===== config.mk =====
export PLATFORM = sky130hd
export DESIGN_NAME = carry_flag_alu16
export DESIGN_NICKNAME = d
export VERILOG_FILES = /design/src/rtl/alu16_pkg.sv /design/src/rtl/wide_addsub.sv /design/src/rtl/byte_negate.sv /design/src/rtl/carry_flag_alu16.sv
export SDC_FILE = /design/constraint.sdc
export NUM_CORES = 1
export LEC_CHECK = 0
export ABC_CLOCK_PERIOD_IN_PS = 3400
export BUFFER_PORTS_ARGS = -buffer_cell sky130_fd_sc_hd__buf_2
export CORE_MARGIN = 4
export CORE_UTILIZATION = 52
export DETAILED_ROUTE_END_ITERATION = 8
export PLACE_DENSITY = 0.92
export SLEW_MARGIN = 5
export SYNTH_ARGS = -nofsm -noshare
export SYNTH_HDL_FRONTEND = slang
export SYNTH_SLANG_ARGS = --single-unit

===== constraint.sdc =====
create_clock -name vclk -period 3.4
set_input_delay 0.17 -clock vclk [all_inputs]
set_output_delay 0.17 -clock vclk [all_outputs]
set_load 0.05 [all_outputs]

===== src/rtl/alu16_pkg.sv =====
package alu16_pkg;
  localparam int FLG_C  = 0;
  localparam int FLG_N  = 1;
  localparam int FLG_PV = 2;
  localparam int FLG_X  = 3;
  localparam int FLG_H  = 4;
  localparam int FLG_Y  = 5;
  localparam int FLG_Z  = 6;
  localparam int FLG_S  = 7;

  typedef struct packed {
    logic s;
    logic z;
    logic y;
    logic h;
    logic x;
    logic pv;
    logic n;
    logic c;
  } flags_t;

  // Adds two 16-bit values and a carry, keeping the carry out as bit 16.
  function automatic logic [16:0] sum17(input logic [15:0] a, input logic [15:0] b, input logic ci);
    return {1'b0, a} + {1'b0, b} + {16'd0, ci};
  endfunction

  // Adds two 12-bit values and a carry, keeping the carry out as bit 12.
  function automatic logic [12:0] sum13(input logic [11:0] a, input logic [11:0] b, input logic ci);
    return {1'b0, a} + {1'b0, b} + {12'd0, ci};
  endfunction
endpackage


===== src/rtl/wide_addsub.sv =====
module wide_addsub
  import alu16_pkg::*;
(
  input  logic [15:0] a_i,
  input  logic [15:0] b_i,
  input  logic        ci_i,
  input  logic        sub_i,
  output logic [15:0] sum_o,
  output logic        carry_o,
  output logic        half_o,
  output logic        ovf_o
);
  logic [15:0] b_eff;
  logic        ci_eff;
  logic [16:0] full;
  logic [12:0] low;

  // Subtract is formed as a + ~b + ~ci, with the carries inverted into borrows.
  assign b_eff   = sub_i ? ~b_i : b_i;
  assign ci_eff  = sub_i ? ~ci_i : ci_i;
  assign full    = sum17(a_i, b_eff, ci_eff);
  assign low     = sum13(a_i[11:0], b_eff[11:0], ci_eff);
  assign sum_o   = full[15:0];
  assign carry_o = full[16] ^ sub_i;
  assign half_o  = low[12] ^ sub_i;
  assign ovf_o   = (a_i[15] == b_eff[15]) && (full[15] != a_i[15]);
endmodule


===== src/rtl/byte_negate.sv =====
module byte_negate (
  input  logic [7:0] v_i,
  output logic [7:0] neg_o,
  output logic       nz_o,
  output logic       lo_nz_o,
  output logic       minval_o
);
  assign neg_o    = 8'd0 - v_i;
  assign nz_o     = |v_i;
  assign lo_nz_o  = |v_i[3:0];
  assign minval_o = (v_i == 8'h80);
endmodule


===== src/rtl/carry_flag_alu16.sv =====
module carry_flag_alu16
  import alu16_pkg::*;
(
  input  logic [15:0] acc_i,
  input  logic [15:0] opnd_i,
  input  logic        cin_i,
  input  logic        sub_i,
  input  logic        neg_i,
  output logic [15:0] res_o,
  output logic [7:0]  flags_o
);
  logic [15:0] wide_sum;
  logic        wide_carry, wide_half, wide_ovf;
  logic [7:0]  neg_byte;
  logic        neg_nz, neg_lo_nz, neg_min;
  flags_t      fl;

  wide_addsub u_wide (
    .a_i(acc_i), .b_i(opnd_i), .ci_i(cin_i), .sub_i(sub_i),
    .sum_o(wide_sum), .carry_o(wide_carry), .half_o(wide_half), .ovf_o(wide_ovf)
  );

  byte_negate u_neg (
    .v_i(acc_i[7:0]), .neg_o(neg_byte), .nz_o(neg_nz),
    .lo_nz_o(neg_lo_nz), .minval_o(neg_min)
  );

  always_comb begin
    if (neg_i) begin
      res_o = {acc_i[15:8], neg_byte};
      fl.s  = neg_byte[7];
      fl.z  = (neg_byte == 8'h00);
      fl.y  = neg_byte[5];
      fl.h  = neg_lo_nz;
      fl.x  = neg_byte[3];
      fl.pv = neg_min;
      fl.n  = 1'b1;
      fl.c  = neg_nz;
    end else begin
      res_o = wide_sum;
      fl.s  = wide_sum[15];
      fl.z  = (wide_sum == 16'h0000);
      fl.y  = wide_sum[13];
      fl.h  = wide_half;
      fl.x  = wide_sum[11];
      fl.pv = wide_ovf;
      fl.n  = sub_i;
      fl.c  = wide_carry;
    end
  end

  assign flags_o = fl;

  always_comb begin

    zero_flag_chk: assert (neg_i || (flags_o[FLG_Z] == (res_o == 16'h0000)));

    sub_flag_chk: assert (neg_i || (flags_o[FLG_N] == sub_i));

    add_sign_ovf_chk: assert (neg_i || sub_i || (acc_i[15] == opnd_i[15]) || !flags_o[FLG_PV]);

    neg_carry_chk: assert (!neg_i || (flags_o[FLG_C] == (acc_i[7:0] != 8'h00)));

    neg_ovf_chk: assert (!neg_i || (flags_o[FLG_PV] == (acc_i[7:0] == 8'h80)));

    neg_high_chk: assert (!neg_i || (res_o[15:8] == acc_i[15:8]));
  end
endmodule


Word-level counts from Yosys, hierarchy flattened

Cells that the tools add are included.

Muxes and demuxes: 4
Add/subtract/negate cells: 5
Equality and inequality tests: 3
Bitwise operators: 4
Reduce and logical (&&, ||, !) cells: 5

Operators with widths:

| kind                | number |
|---|---|
| $mux 16             | 2 |
| $add 16x16->17      | 1 |
| $add 17x1->17       | 1 |
| $logic_not 16->1    | 1 |
| $not 16->16         | 1 |
| $add 12x12->13      | 1 |
| $add 13x1->13       | 1 |
| $eq 8x8->1 const B  | 1 |
| $logic_not 8->1     | 1 |
| $mux 8              | 1 |
| $reduce_or 8->1     | 1 |
| $sub 1x8->8 const A | 1 |
| $reduce_or 4->1     | 1 |
| $xor 1x1->1         | 2 |
| $eq 1x1->1          | 1 |
| $logic_and 1x1->1   | 1 |
| $mux 1              | 1 |
| $ne 1x1->1          | 1 |
| $not 1->1           | 1 |

Flip-flop bits (word level): 0

Logic depth before layout (Yosys ltp)

Gate-level depths: netlist (run 1).

Word-level depth: 7
Depth in mapped cells: 12
Gate-level depth less buffers: 11

Hierarchy

From an unflattened synthesis (run 1), not the netlist that was laid out.

Cells, all modules: 184
Area, all modules: 1407.6 um^2

Modules (own cells, without submodules):

| module           | cells an instance | sequential area each (um^2) | area an instance (um^2) | instances |
|---|---|---|---|---|
| wide_addsub      | 118               | 0.0                         | 918.4                   | 1 |
| carry_flag_alu16 | 48                | 0.0                         | 335.3                   | 1 |
| byte_negate      | 18                | 0.0                         | 153.9                   | 1 |

Worst setup path before layout (run 1)

No wires, ideal clock.

Kind: input to output
Start: in sub_i
End: out flags_o[6]
Data arrival time: 3773 ps
Data required time: 3230 ps
Slack: -543 ps
Path buffers: 1
Stages on the path: 12
Cells stage by stage: buf_1 > xnor2_1 > fa_1 > inv_1 > fa_1 > a21oi_1 > o2111ai_1 > nand3_1 > and3_1 > a2111oi_0 > nand4_1 > o31ai_1

Cells in the longest elaborated chain, start to end: 5
Elaborated cells on any way between the ends: 6
Classes of those cells: add/sub: 2; mux: 3; reduce/logical: 1

Ends and longest elaborated chain:

| item                 | RTL line               | source |
|---|---|---|
| from (decl)          | carry_flag_alu16.sv:7  | `input logic sub_i,` |
| $mux 16              | wide_addsub.sv:19      | `assign b_eff = sub_i ? ~b_i : b_i;` |
| $add 16x16->17       | alu16_pkg.sv:24        | `return {1'b0, a} + {1'b0, b} + {16'd0, ci};` |
| $add 17x1->17 (*)    | alu16_pkg.sv:24        |  |
| $logic_not 16->1 (*) | carry_flag_alu16.sv:42 | `fl.z = (wide_sum == 16'h0000);` |
| $mux 8 (*)           | carry_flag_alu16.sv:29 | `if (neg_i) begin` |
| to (decl)            | carry_flag_alu16.sv:10 | `output logic [7:0] flags_o` |

Every way passes the cells marked *; elsewhere a longest branch is shown, timed or not.

Worst setup path in the final report (run 1)

Start: in sub_i
End: out flags_o[7]

Cells in the longest elaborated chain, start to end: 4
Elaborated cells on any way between the ends: 5
Classes of those cells: add/sub: 2; mux: 3

Ends and longest elaborated chain:

| item              | RTL line |
|---|---|
| $mux 16           | wide_addsub.sv:19 |
| $add 16x16->17    | alu16_pkg.sv:24 |
| $add 17x1->17 (*) | alu16_pkg.sv:24 |
| $mux 8 (*)        | carry_flag_alu16.sv:29 |

Marked as above.

==> summary.md, run 1 <==
| Metric | Value |
|---|---|
| Flip-flop and latch count | 0 |
| Peak VDD IR | approximately 0.24 mV |
| Post-route minimum period | ~3.2 ns |
| Most common cell after layout, fill and taps aside | buf_2 |
| Setup bufs post-CTS | 0 |
| Cell leakage power | roughly 0.00082 µW |
| Drt wl/cell | 13.6 µm |
| DR iter-0 viols | between 50 and 60 |
| Outcome | completed |
| Worst EP required | between 3 and 4 ns |
| Final worst-path cycle share | a little over nine tenths |
| # DRC | 0 |
| DR top layer | met4 |
| Final Slew Violations | 0 |
| CP startpoint kind | input port |
| Layout cells sized above 1 | 31.0% |
| Final nets | 310 |
| Via count of the first global-routing pass | approximately 1.5k |
| Fin. Hold Viols | 0 |
| Rows | 18 |
| Die Y | 60.1 µm |
| Post-DRT Antenna Nets | 0 |
| Largest net degree at the start of global routing | 41 |
| DR WL met2 | 1950 µm |
| Vias per cell | 5.79 |
| PD cells | between 300 and 400 nW/µm² |
| Dominant cell type by area after synthesis | xor2_1 |
| Total detailed-routing wirelength | about 3900 µm |
| Total gr overflow | 0 |
| Post-Route Utilization | approximately 70% |
| Finished Cell Area | around 1800 µm² |
| Path type of the worst setup path | input port to output port |
| Area used by multi-input combinational logic | around 1400 µm² |
| # clk buffers | 0 |
| Main area contributors after synthesis | xor2_1, ha_1, xnor2_1 |
| Syn. warnings | 0 |
| Sequential area share after synthesis | 0% |
| Crit-path max FO | 9 |
| Port Buffers | roughly 60 |
| Ports | 59 |
| Die X | 60.1 µm |
| Initial Util | a little under three fifths |
| Fill cells | between 200 and 250 |
| DP HPWL | about 3300 µm |
| Number of max-cap violations | 0 |
| # diodes | 0 |
| Area growth from synthesis to layout | 25.6% |
| Cell area after synthesis | between 1000 and 1500 µm² |
| Setup violators final | 0 |
| RSZ-0062 raised after global routing | false |
| HP Class | input port to output port |
| Reg area | 0 µm² |
| Slew headroom | 55.3% |
| Full die area | 3610 µm² |
| Final Wtd Congestion | ~0.95 |
| CTS resizes | 0 |
| Syn avg cell area | approximately 7.0 µm² |
| Initial antenna violation count | 0 |
| Max frequency | between 0.3 and 0.4 GHz |
| Global-route wire length before repair | between 6000 and 7000 µm |
| Global Route Usage Sum | 20.9% |
| Post-Syn Instances | ~200 |
| 1st-pass router iterations | 4 |
| Via Count | about 1.7k |
| Yosys top cell area share | between 10% and 20% |
| Placed Area | approximately 1800 µm² |
| Core ar. | 2520 µm² |
| M1 WL | approximately 1600 µm |
| CP arrival | between 3 and 4 ns |
| Final worst slack | between 0.2 and 0.25 ns |
| Post-place setup slack | about 0.19 ns |
| Syn nets | about 250 |
| CP endpoint kind | output port |
| # hold bufs at CTS | 0 |
| Most frequent cells in the layout | buf_2, xor2_1, nand2_1, ha_1 |
| Slew of the pin with the lowest slew margin | between 0.6 and 0.7 ns |
| Met3 wire len | around 240 µm |
| WHS | about 0.74 ns |
| Yosys cell types | 45 |
-- synthesized netlist by cell type (2+ instances only) --
master	number
a2111oi_0	3
a21oi_1	9
a31oi_1	2
and3_1	3
buf_1	3
clkbuf_1	4
fa_1	2
ha_1	16
inv_1	7
mux2_2	5
nand2_1	22
nand3_1	9
nand4_1	2
nand4b_1	2
nor2_1	13
nor2b_1	2
nor3_1	2
o2111ai_1	2
o211ai_1	3
o21a_1	3
o21ai_0	18
o21bai_1	2
o31ai_1	3
or2_2	2
or3_1	4
or4_1	4
xnor2_1	13
xor2_1	24
-- worst paths after layout --
check             slack, ns  depth (start not counted)     start    endpoint
setup / recovery       0.21                         12     sub_i  flags_o[7]
hold / removal         0.74                          4  acc_i[9]    res_o[9]
-- area by class of cell --
cell class / count / area share (%)
inverter: 7 / 1.48
multi-input combinational: 185 / 78.1
tap: 30 / 2.12
timing repair buffer: 63 / 18.3
-- stage by stage --
stage                     TNS (ns)  power, µW  cells
after CTS                        0        622    285
after floorplan             -0.127        480    201
after detailed placement         0        621    285
after global placement           0        611    285
after global routing             0        679    285
final                            0        629    285
-- metal layers --
metal	vias up	global-route usage, %
met2	47	37.8
met4	0	3.16
met1	748	27.8
li1	850	-
met5	-	0
met3	6	0.432
-- power by group --
part	switching, µW	internal [µW]
sequential	0	0
clock	0	0
combinational	421	208
total	421	208
-- logic make-up after synthesis --
| group | synth area share, % |
|---|---|
| buffers and inverters | 4.88 |
| and+or+nand+nor | 24.3 |
| adders and majority gates | 17.0 |
| AOI/OAI and AO/OA | 26.2 |
| xor gates and xnor gates | 23.0 |
| muxes | 4.70 |
-- critical path, stage by stage --
cell,delay [ns]
buf_2,0.14
buf_4,0.19
xor2_1,0.17
ha_1,0.23
or2_1,0.25
o221ai_2,0.18
a211oi_2,0.15
or4_1,0.53
a31o_2,0.28
xor2_1,0.25
mux2_2,0.21
buf_2,0.25
Power figures use the tool's default switching activity.
==> inputs of run 2 (changes only) <==
- ABC_CLOCK_PERIOD_IN_PS: 3400 -> 4100
- CORE_UTILIZATION: 52 -> 56
- PLACE_DENSITY: 0.92 -> 0.95
- clock period: 3.4 -> 4.1 ns (I/O delays scaled with it)
==> summary.md, run 2 (same netlist as run 1, synthesis figures left out) <==
| Metric | Value |
|---|---|
| Hold endpoint | res_o[9] |
| DP HPWL | 3350 µm (+0.33%) |
| Most common cell after layout, fill and taps aside | buf_2 |
| Initial antenna violation count | 0 (unchanged) |
| Crit-path max FO | 10 (+1) |
| # clk buffers | 0 (unchanged) |
| Final worst-path cycle share | a little over four fifths |
| Initial Util | 61.4% (+5.5 points) |
| Sw Share | 67.9% (+0.90 points) |
| CP arrival | 3.22 ns (+0.20 ns) |
| Fin. Hold Viols | 0 (unchanged) |
| Worst EP required | 3.89 ns (+0.66 ns) |
| CP endpoint kind | output port |
| Global-route wire length before repair | 6630 µm (+8.0%) |
| Flip-flop and latch count | 0 (unchanged) |
| Setup violators final | 0 (unchanged) |
| Largest net degree at the start of global routing | 41 (unchanged) |
| Total detailed-routing wirelength | 3910 µm (+1.1%) |
| Most frequent cells in the layout | buf_2, xor2_1, nand2_1, o21ai_0, ha_1 |
| PD cells | 294 nW/µm² (-17%) |
| Full die area | 3390 µm² (-6.2%) |
| Max frequency | 0.292 GHz |
| Hold path startpoint | acc_i[9] |
| Vias per cell | 5.97 (+3.1%) |
| DR iter-0 viols | 88 (+69%) |
| Flop pwr share | 0% (unchanged) |
| Peak VDD IR | 0.198 mV (-16%) |
| Cell leakage power | 0.000791 µW (-2.9%) |
| Via Count | 1672 (+1.3%) |
| Setup bufs post-CTS | 0 (unchanged) |
| HP Class | input port to output port |
| Outcome | completed |
| Sw power | 341 µW (-19%) |
| Setup Total Neg Slack | 0 ns (unchanged) |
| Comb pwr share | 100.0% (about the same) |
| Rows | 17 (-1) |
| RSZ-0062 raised after global routing | false |
| Clock share of power | 0% (unchanged) |
| # hold bufs at CTS | 0 (unchanged) |
| Final worst slack | 0.674 ns (+0.466 ns) |
| # diodes | 0 (unchanged) |
| Slew of the pin with the lowest slew margin | 0.599 ns (-0.0705 ns) |
| WHS | 0.815 ns (+0.0721 ns) |
| 1st-pass router iterations | 4 (unchanged) |
| Via count of the first global-routing pass | 1557 (+3.7%) |
| Port Buffers | 59 (unchanged) |
| Reg area | 0 µm² (unchanged) |
| CP startpoint kind | input port |
| Total gr overflow | 0 (unchanged) |
| Number of max-cap violations | 0 (unchanged) |
| Slew headroom | 60.0% (+4.7 points) |
| CTS resizes | 0 (unchanged) |
| Post-route minimum period | between 3 and 4 ns |
| Final Wtd Congestion | 0.883 (-7.1%) |
| Drt wl/cell | 14.0 µm (+2.9%) |
| # DRC | 0 (unchanged) |
| Area growth from synthesis to layout | 20.9% |
| Final Slew Violations | 0 (unchanged) |
| Die X | 58.2 µm (-3.2%) |
| Layout cells sized above 1 | 27.8% (-3.2 points) |
| Global Route Usage Sum | 23.7% (+2.8 points) |
| Hold Crit Depth | 4 (unchanged) |
| Post-DRT Antenna Nets | 0 (unchanged) |
| Core ar. | 2300 µm² (-8.9%) |
| Ports | 59 (unchanged) |
| Post-place setup slack | 0.718 ns (+0.529 ns) |
| Path type of the worst setup path | input port to output port |
| Final nets | 307 (-0.97%) |
| Die Y | 58.2 µm (-3.2%) |
| Internal cell power | 161 µW (-22%) |
[run 2: cell types whose count changed in the layout (fill, tap and decap cells not counted), moves of 2 or more]
cell	delta
a21oi_1	+2
a21oi_2	-2
buf_4	-3
o21ai_0	+5
o21ai_1	-5
o31ai_1	+2
[run 2: worst max-delay path, cell delays in order]
cell and delay [ns]:
buf_2 0.25, xnor2_1 0.14, fa_1 0.42, inv_1 0.08, fa_1 0.20, a21oi_1 0.11, o2111ai_1 0.35, nand3_1 0.20
and3_1 0.22, a2111oi_0 0.36, nand4_1 0.17, o31ai_1 0.21, buf_2 0.30
[run 2: worst max-delay path by stage]
stage / slack [ns] / start / depth (start not counted) / to
after detailed placement: 0.72 / sub_i / 13 / flags_o[6]
final: 0.67 / sub_i / 13 / flags_o[6]
after floorplan: 0.09 / sub_i / 12 / flags_o[6]
after global routing: 0.44 / sub_i / 13 / flags_o[6]
after CTS: 0.71 / sub_i / 13 / flags_o[6]
after global placement: 0.87 / sub_i / 13 / flags_o[6]
[run 2: layout make-up]
cell class | instances | area (µm²)
Fill cell | 204 | 591
Multi-Input combinational cell | 185 | 1340
Inverter | 7 | 26.3
Tap cell | 28 | 35.0
Timing Repair Buffer | 60 | 303
[run 2: metal layers]
metal  global-route usage [%]  wire, µm  vias up
met1                     32.3      1760      765
met2                     42.6      1880       56
met5                        0         0        -
li1                         -         -      849
met3                    0.891       261        2
met4                     1.99        14        0
[run 2: power groups by stage]
| stage | clock (µW) | sequential (µW) | combinational, µW |
|---|---|---|---|
| floorplan | 0 | 0 | 391 |
| global placement | 0 | 0 | 490 |
| detailed placement | 0 | 0 | 498 |
| CTS | 0 | 0 | 500 |
| global route | 0 | 0 | 544 |
| finish | 0 | 0 | 502 |
[run 2: stage by stage]
step           cells  power, µW  util (%)  cell area, µm²
2_1_floorplan    201        391         -            1410
3_3_place_gp     280        490      74.3            1710
3_5_place_dp     280        498      74.3            1710
4_1_cts          280        500      74.3            1710
5_1_grt          280        544      74.3            1710
6_report         280        502      74.3            1710
